$ cat src/rtl/tseq_pkg.sv
// Shared types for the thread sequence manager.
package tseq_pkg;
    typedef enum logic [2:0] {
        ST_IDLE = 3'd0,
        ST_RUN  = 3'd1,
        ST_SW1  = 3'd2,
        ST_SW2  = 3'd3,
        ST_HALT = 3'd4
    } seq_state_t;
endpackage

$ cat src/rtl/tseq_table.sv
// Sequence table: one register record per entry, plus a loaded bit per entry.
// Assumes the write enable is already qualified by the caller (idle only).
// Port A reads the current entry; port B checks whether a link target was loaded.
module tseq_table #(
    parameter int ENTRIES = 16,
    parameter int REC_W   = 13,
    localparam int IDX_W  = $clog2(ENTRIES)
) (
    input  logic             clk,
    input  logic             rst_n,
    input  logic             wr_en,
    input  logic [IDX_W-1:0] wr_addr,
    input  logic [REC_W-1:0] wr_data,
    input  logic [IDX_W-1:0] rd_idx,
    output logic [REC_W-1:0] rd_rec,
    output logic             rd_loaded,
    input  logic [IDX_W-1:0] chk_idx,
    output logic             chk_loaded
);
    logic [REC_W-1:0] rec_q [ENTRIES];
    logic [ENTRIES-1:0] loaded_q;

    // Store a record and mark the entry loaded; loaded bits clear on reset.
    always_ff @(posedge clk) begin
        for (int i = 0; i < ENTRIES; i++) begin
            if (wr_en && wr_addr == IDX_W'(i)) begin
                rec_q[i] <= wr_data;
            end
        end
        if (!rst_n) begin
            loaded_q <= '0;
        end else begin
            for (int i = 0; i < ENTRIES; i++) begin
                if (wr_en && wr_addr == IDX_W'(i)) begin
                    loaded_q[i] <= 1'b1;
                end
            end
        end
    end

    // Combinational read of the current entry and link-target validity.
    always_comb begin
        rd_rec     = rec_q[rd_idx];
        rd_loaded  = ({1'b0, rd_idx} < (IDX_W+1)'(ENTRIES)) && loaded_q[rd_idx];
        chk_loaded = ({1'b0, chk_idx} < (IDX_W+1)'(ENTRIES)) && loaded_q[chk_idx];
    end
endmodule

$ cat src/rtl/tseq_event_pick.sv
// Selects the one event input named by the running entry.
// Assumes the index is within range; an out-of-range index reads as no event.
module tseq_event_pick #(
    parameter int EVENTS = 16,
    localparam int EVT_W = $clog2(EVENTS)
) (
    input  logic [EVENTS-1:0] events,
    input  logic [EVT_W-1:0]  sel,
    output logic              hit
);
    logic [EVENTS-1:0] match;

    // One compare per event line, then OR-reduce.
    for (genvar g = 0; g < EVENTS; g++) begin : g_match
        assign match[g] = events[g] && (sel == EVT_W'(g));
    end
    assign hit = |match;
endmodule

$ cat src/rtl/tseq_fsm.sv
// Sequence state machine: idle, run, two switch cycles, halt.
// Assumes table lookups are combinational, and events and errors are synchronous.
module tseq_fsm #(
    parameter int THREAD_W = 4,
    parameter int IDX_W    = 4
) (
    input  logic                clk,
    input  logic                rst_n,
    input  logic                start,
    input  logic                ack,
    input  logic                err_in,
    input  logic                evt_hit,
    input  logic                cur_loaded,
    input  logic                cur_last,
    input  logic [IDX_W-1:0]    cur_next,
    input  logic [THREAD_W-1:0] cur_thread,
    input  logic                next_loaded,
    output logic [IDX_W-1:0]    idx,
    output logic                wr_allow,
    output logic [THREAD_W-1:0] thread_num,
    output logic                reconf,
    output logic                active,
    output logic                irq,
    output logic                done_flag,
    output logic                error_flag
);
    import tseq_pkg::*;

    seq_state_t state_q, state_d;
    logic [IDX_W-1:0]    idx_q, idx_d;
    logic [THREAD_W-1:0] thr_q;
    logic done_q, done_d, err_q, err_d;

    // Next-state decision from state, events, errors and table contents.
    always_comb begin
        state_d = state_q;
        idx_d   = idx_q;
        done_d  = done_q;
        err_d   = err_q;
        unique case (state_q)
            ST_IDLE: if (start) begin
                if (cur_loaded) state_d = ST_SW1;
                else begin state_d = ST_HALT; err_d = 1'b1; end
            end
            ST_RUN: begin
                if (err_in) begin
                    state_d = ST_HALT; err_d = 1'b1;
                end else if (evt_hit) begin
                    if (cur_last) begin
                        state_d = ST_HALT; done_d = 1'b1;
                    end else if (!next_loaded) begin
                        state_d = ST_HALT; err_d = 1'b1;
                    end else begin
                        idx_d = cur_next; state_d = ST_SW1;
                    end
                end
            end
            ST_SW1: begin
                if (err_in) begin state_d = ST_HALT; err_d = 1'b1; end
                else state_d = ST_SW2;
            end
            ST_SW2: begin
                if (err_in) begin state_d = ST_HALT; err_d = 1'b1; end
                else state_d = ST_RUN;
            end
            ST_HALT: if (ack) begin
                state_d = ST_IDLE; idx_d = '0; done_d = 1'b0; err_d = 1'b0;
            end
            default: state_d = ST_IDLE;
        endcase
    end

    // State, entry index and status registers.
    always_ff @(posedge clk) begin
        if (!rst_n) begin
            state_q <= ST_IDLE;
            idx_q   <= '0;
            done_q  <= 1'b0;
            err_q   <= 1'b0;
        end else begin
            state_q <= state_d;
            idx_q   <= idx_d;
            done_q  <= done_d;
            err_q   <= err_d;
        end
    end

    // Present the new thread from the second switch cycle onward.
    always_ff @(posedge clk) begin
        if (!rst_n) thr_q <= '0;
        else if (state_q == ST_SW1 && !err_in) thr_q <= cur_thread;
    end

    // Decoded outputs.
    always_comb begin
        idx        = idx_q;
        wr_allow   = (state_q == ST_IDLE);
        thread_num = thr_q;
        reconf     = (state_q == ST_SW1);
        active     = (state_q == ST_RUN);
        irq        = (state_q == ST_HALT);
        done_flag  = done_q;
        error_flag = err_q;
    end
endmodule

$ cat src/rtl/thread_seq_ctrl.sv
// Top: sequences an operation-cell array through table-driven threads.
// Assumes the host loads the table while idle and starts at entry 0.
module thread_seq_ctrl #(
    parameter int ENTRIES  = 16,
    parameter int THREAD_W = 4,
    parameter int EVENTS   = 16,
    localparam int IDX_W   = $clog2(ENTRIES),
    localparam int EVT_W   = $clog2(EVENTS),
    localparam int REC_W   = THREAD_W + EVT_W + IDX_W + 1
) (
    input  logic                clk,
    input  logic                rst_n,
    input  logic                cfg_we,
    input  logic [IDX_W-1:0]    cfg_addr,
    input  logic [REC_W-1:0]    cfg_wdata,
    input  logic                start,
    input  logic                ack,
    input  logic                err_in,
    input  logic [EVENTS-1:0]   events,
    output logic [THREAD_W-1:0] thread_num,
    output logic                reconf,
    output logic                active,
    output logic                irq,
    output logic                done_flag,
    output logic                error_flag
);
    localparam int EVT_LO  = THREAD_W;
    localparam int NEXT_LO = THREAD_W + EVT_W;
    localparam int LAST_B  = THREAD_W + EVT_W + IDX_W;

    logic [IDX_W-1:0] idx;
    logic [REC_W-1:0] rec;
    logic cur_loaded, next_loaded, evt_hit, wr_allow;

    tseq_table #(.ENTRIES(ENTRIES), .REC_W(REC_W)) u_table (
        .clk        (clk),
        .rst_n      (rst_n),
        .wr_en      (cfg_we && wr_allow),
        .wr_addr    (cfg_addr),
        .wr_data    (cfg_wdata),
        .rd_idx     (idx),
        .rd_rec     (rec),
        .rd_loaded  (cur_loaded),
        .chk_idx    (rec[NEXT_LO +: IDX_W]),
        .chk_loaded (next_loaded)
    );

    tseq_event_pick #(.EVENTS(EVENTS)) u_pick (
        .events (events),
        .sel    (rec[EVT_LO +: EVT_W]),
        .hit    (evt_hit)
    );

    tseq_fsm #(.THREAD_W(THREAD_W), .IDX_W(IDX_W)) u_fsm (
        .clk         (clk),
        .rst_n       (rst_n),
        .start       (start),
        .ack         (ack),
        .err_in      (err_in),
        .evt_hit     (evt_hit),
        .cur_loaded  (cur_loaded),
        .cur_last    (rec[LAST_B]),
        .cur_next    (rec[NEXT_LO +: IDX_W]),
        .cur_thread  (rec[THREAD_W-1:0]),
        .next_loaded (next_loaded),
        .idx         (idx),
        .wr_allow    (wr_allow),
        .thread_num  (thread_num),
        .reconf      (reconf),
        .active      (active),
        .irq         (irq),
        .done_flag   (done_flag),
        .error_flag  (error_flag)
    );
endmodule

$ cat config.mk
export PLATFORM = sky130hd
export DESIGN_NAME = thread_seq_ctrl
export DESIGN_NICKNAME = d
export VERILOG_FILES = /design/src/rtl/tseq_pkg.sv /design/src/rtl/tseq_table.sv /design/src/rtl/tseq_event_pick.sv /design/src/rtl/tseq_fsm.sv /design/src/rtl/thread_seq_ctrl.sv
export SDC_FILE = /design/constraint.sdc
export NUM_CORES = 1
export LEC_CHECK = 0
export BUFFER_PORTS_ARGS = -buffer_cell sky130_fd_sc_hd__clkbuf_2
export CAP_MARGIN = 25
export CORE_MARGIN = 2
export CORE_UTILIZATION = 50
export DETAILED_ROUTE_END_ITERATION = 8
export PLACE_DENSITY_LB_ADDON = 0.08
export SLEW_MARGIN = 10
export SYNTH_ARGS = -nofsm -noshare
export SYNTH_HDL_FRONTEND = slang
export SYNTH_HIERARCHICAL = 1
export SYNTH_SLANG_ARGS = --single-unit
export TNS_END_PERCENT = 50
$ cat constraint.sdc
create_clock -name clk -period 4.35 [get_ports clk]
set_input_delay 0.2175 -clock clk [delete_from_list [all_inputs] [get_ports clk]]
set_output_delay 0.2175 -clock clk [all_outputs]
set_load 0.05 [all_outputs]
After elaboration in Yosys (flattened, before gate mapping)

Memory sizes are Yosys's and may differ from the RTL's. A register that Yosys moved wholly into a read port is not among the register bits.
Cells that the tools add are included.

Output and inout port bits: 9
Logic and storage cells: 243
Bits in registers: 29
Bits in writable memories: 208
Memories kept: 1

Equal/unequal tests: 46
$lt $le $gt $ge: 2
Multiplexer cells: 112
Reductions and logical operators: 61

Memories:

| memory        | depth | width | rd ports | clocked after memory_dff | wr ports | RTL line         | RTL |
|---|---|---|---|---|---|---|---|
| u_table.rec_q | 16    | 13    | 1        | 1                        | 1        | tseq_table.sv:20 | `logic [REC_W-1:0] rec_q [ENTRIES];` |

Operator list:

| cell                                                                     | number |
|---|---|
| 13-bit two-way mux                                                       | 15 |
| 13-bit OR reduction                                                      | 15 |
| 4-bit two-way mux                                                        | 22 |
| 4-bit == test (second input constant)                                    | 16 |
| 1-bit two-way mux                                                        | 60 |
| 1-bit logical AND                                                        | 34 |
| 4-bit by 3-bit == test with 1-bit output (second input constant)         | 8 |
| 3-bit two-way mux                                                        | 9 |
| 4-bit by 2-bit == test with 1-bit output (second input constant)         | 4 |
| 16-bit OR reduction                                                      | 1 |
| 3-bit one-hot mux with 5 select lines                                    | 1 |
| 4-bit by 5-bit < comparator with 1-bit output (second input constant)    | 2 |
| 2-bit inequality test (second input constant)                            | 5 |
| 1-bit binary-select mux with 4-bit select                                | 2 |
| 4-bit by 1-bit == test with 1-bit output (second input constant)         | 2 |
| 4-bit zero test                                                          | 2 |
| 2-bit by 1-bit inequality test with 1-bit output (second input constant) | 4 |
| 4-bit one-hot mux with 2 select lines                                    | 1 |
| 8-bit AND reduction                                                      | 1 |
| 3-bit by 2-bit == test with 1-bit output (second input constant)         | 2 |
| 3-bit inequality test (second input constant)                            | 2 |
| 6-bit AND reduction                                                      | 1 |
| 5-bit AND reduction                                                      | 1 |
| 1-bit one-hot mux with 4 select lines                                    | 1 |
| 10 further kinds                                                         | 10 |

Longest topological paths before layout

Depth in word-level cells: 21
Gate-level depth with buffers: 12

By module

Netlist, hierarchy kept.

Modules (own cells, without submodules):

| module          | cells each | area each (um^2) | instances |
|---|---|---|---|
| tseq_table      | 390        | 8570.7           | 1 |
| tseq_fsm        | 84         | 716.9            | 1 |
| tseq_event_pick | 7          | 135.1            | 1 |
| thread_seq_ctrl | 1          | 6.3              | 1 |

Worst setup path after synthesis

OpenSTA, ideal clock, no wires.

Path type: register to register
Start point: reg, netlist name u_fsm/idx[0]
End point: reg u_fsm.idx_q[0], in the netlist u_fsm/idx[0]
Buffers on the path: 2
Stages on the path, launching flop included: 13
Arrival: 2944 ps
Data required time: 4278 ps
Slack: 1335 ps
Path through: dfxtp_1 -> buf_6 -> buf_4 -> mux4_2 -> a22oi_1 -> nand2_1 -> mux4_2 -> mux2i_1 -> mux2i_1 -> nor3b_1 -> nand3_1 -> a21oi_4 -> mux2i_1

RTL lines:

| element              | RTL line       | RTL |
|---|---|---|
| end signal, assigned | tseq_fsm.sv:82 | `idx_q <= idx_d;` |
| end, declared        | tseq_fsm.sv:30 | `logic [IDX_W-1:0] idx_q, idx_d;` |

==> results.yml <==
run_status:
  outcome: "finished clean"
yosys:
  synth_seq_cells: 237
  synth_commonest_cells: "edfxtp_1, mux4_2, dfxtp_1"
  yosysMostFrequentCell: "edfxtp_1"
  ys_types: 34
  yosys.area.top_type: "edfxtp_1"
  netlist_area_um2: 9430
  synth_edf_count: 208
  ys_seq_area_share_pct: 72.4
  synth_top_area_share_pct: 66.2
  synthTopCellsByArea: "edfxtp_1, mux4_2, dfxtp_1"
  synthCells: 482
  async_flop_share_pct: 0
  postSynthAreaPerCell_um2: 19.6
  synthFlopType: "edfxtp_1"
  yosysWarnings: 6
  syn_nets: 521
floorplan:
  start_util_pct: 50.7
  die_w_um: 141
  dieHeight_um: 141
  dieArea_um2: 20000
  rows: 50
  core_um2: 18600
  ioPinCount: 48
placed_design:
  hpwl_um: 13300
  place_congestion: 0.799
  placed_area_um2: 10200
  io_buffers: 47
  dp_cells: 768
sta:
  hold_violations: 0
  tightest_slew_ns: 0.716
  slew_headroom_pct: 52.2
  hold_slack_ns: 0.0288
  rsz0062_at_grt: "false"
  finalCritPeriodShare_pct: 79.6
  tns_ns: 0
  fin_skew_ns: 0.0235
  setup_viol: 0
  final.min_clock_period_ns: 3.46
  final_max_slew_viol_count: 0
  fmax_mhz: 289
setup_path:
  slowest_delay_ns: 0.64
  crit_fanout: 23
  criticalPathCategory: "reg -> reg"
  crit_chain: "mux4_2 > a22oi_1 > nand2_1 > mux4_2 > mux2i_1 > mux2i_1 > nor3b_1 > nand3_1 > a21oi_4 > mux2i_1"
  crit_slowest_cell: "dfxtp_4"
  cp_common_cell: "mux2i_1"
  startpoint_type: "flop"
  worstPathArrival_ns: 3.90
  cp-end-kind: "flop"
  worst_ep_required_time_ns: 4.79
cells_and_area:
  finalNonFillerCells: 813
  final_area_um2: 10900
  antenna_cells: 0
  layout.nets: 600
  layout-drive-gt1-share_pct: 33.2
  area_growth_pct: 16.1
grt:
  grt_max_degree: 32
  grt_pass1_vias: 5042
  antenna_found_initial: 0
  grt_usage_pct: 22.2
  overflow: 0
  grt_pass1_wl_um: 32200
route:
  drt_iter0_markers: 343
  dr.pass1.iters: 4
  ant_nets: 0
  wl_per_cell_um: 26.4
  drcViolationCount: 0
  wl_um: 21500
  vias: 4921
  via_per_inst: 6.05
clock_network:
  post_cts.repair.setup_buffers: 0
  h-tree-depth: 1
  clock_path_buffers: 3
  root_buffer: "clkbuf_16"
  clk_pin_slew_worst_paths_ns: 0.06
  cts_buffers: 25
  cts.sinks: 237
  cts_resized: 0
  cts_tree: "done"
  cts_hold_buf: 0
  clk_latency_ns: 0.53
worst_hold_path:
  hold_path.class: "in -> reg"
power_and_ir_drop:
  intPower_w: 0.00378
  cellPowerDensity_nw_per_um2: 438
  p_leak_nw: 3.56
  irDropWorstVdd_uv: 258
  p_seq_share_pct: 52.5
  sw_frac_of_total_pct: 21.2
  combPwrFrac_pct: 5.4
  total_power_w: 0.00479
  p_sw_w: 0.00102
  clkPwrFrac_pct: 42.1
run:
  maxCapViolCount: 0
power by group through the flow:
| stage | Clock [W] | Combinational, W | Sequential (W) |
|---|---|---|---|
| 3_3_place_gp | 0 | 0.000250 | 0.00257 |
| 4_1_cts | 0.00207 | 0.000261 | 0.00252 |
| 5_1_grt | 0.00216 | 0.000280 | 0.00252 |
| 6_report | 0.00202 | 0.000258 | 0.00252 |
| 3_5_place_dp | 0 | 0.000260 | 0.00257 |
| 2_1_floorplan | 0 | 0.000156 | 0.00256 |
cell families after synthesis:
| logic type | share of synthesized area (%) |
|---|---|
| flops | 72.4 |
| simple gates | 4.41 |
| mux | 17.0 |
| compound gates | 4.58 |
| buf+inv | 1.58 |
per-layer routing:
layer | routed length [um] | track usage [%]
met1 | 8490 | 31.8
met4 | 422 | 5.95
met5 | 0 | 0
met3 | 1970 | 4.05
met2 | 10600 | 36.0
placed cells by master (no fill, tap or decap), drive strengths merged, types with 2 or more instances in the layout:
cell      count
mux2i        15
nor3          5
nor2         19
o21a         16
inv           5
nor2b         8
nand2b        4
nand2        27
nand3b        4
mux4         64
edfxtp      208
and2          3
clkbuf       74
buf          28
clkinv       11
clkinvlp      4
bufinv        2
a22oi        28
nor3b         5
dfxtp        29
nand3         2
a31oi         2
a21oi         5
o21ai         4
registers in the layout, summed over array words and instances, names as in the netlist:
| register | count |
|---|---|
| u_table/loaded_q | 16 |
| u_fsm/error_flag | 1 |
| u_fsm/idx | 4 |
| u_fsm/done_flag | 1 |
| u_table/rec_q | 208 |
| u_fsm/state_q | 3 |
| u_fsm/thread_num | 4 |
per-stage QoR:
step / utilization, % / setup WS, ns
global placement: 54.0 / 0.918
floorplan: - / 1.33
CTS: 58.9 / 0.820
global route: 58.9 / 0.530
finish: 58.9 / 0.886
detailed placement: 54.7 / 0.854
final cells by class:
| type | instances | area (um2) |
|---|---|---|
| fillers | 1384 | 7640 |
| flip-flops and latches | 237 | 6830 |
| multi-input cells | 218 | 2500 |
| clock buffers | 27 | 633 |
| repair buffers | 75 | 523 |
| well taps | 234 | 293 |
| clock inverters | 18 | 151 |
| inverters | 4 | 15.0 |
worst paths after layout:
check                                  endpoint                           from  cells past startpoint  slack [ns]
hold reg to reg   u_fsm/error_flag$_SDFFE_PN0P_  u_fsm/error_flag$_SDFFE_PN0P_                      2        0.49
setup reg to reg      u_fsm/idx[3]$_SDFFE_PN0P_      u_fsm/idx[0]$_SDFFE_PN0P_                     10        0.89
setup / recovery      u_fsm/idx[3]$_SDFFE_PN0P_      u_fsm/idx[0]$_SDFFE_PN0P_                     10        0.89
hold / removal    u_fsm/state_q[2]$_SDFFE_PN0P_                            ack                      3        0.03
worst max-delay path: cells and delay by family (launching register included):
kind             cells  cell delay, ns
AO/OA/AOI/OAI        2            0.53
flip-flops           1            0.64
multiplexers         5            1.55
AND/OR/NAND/NOR      3            0.64
No activity file was read; power rests on OpenSTA's default activity.
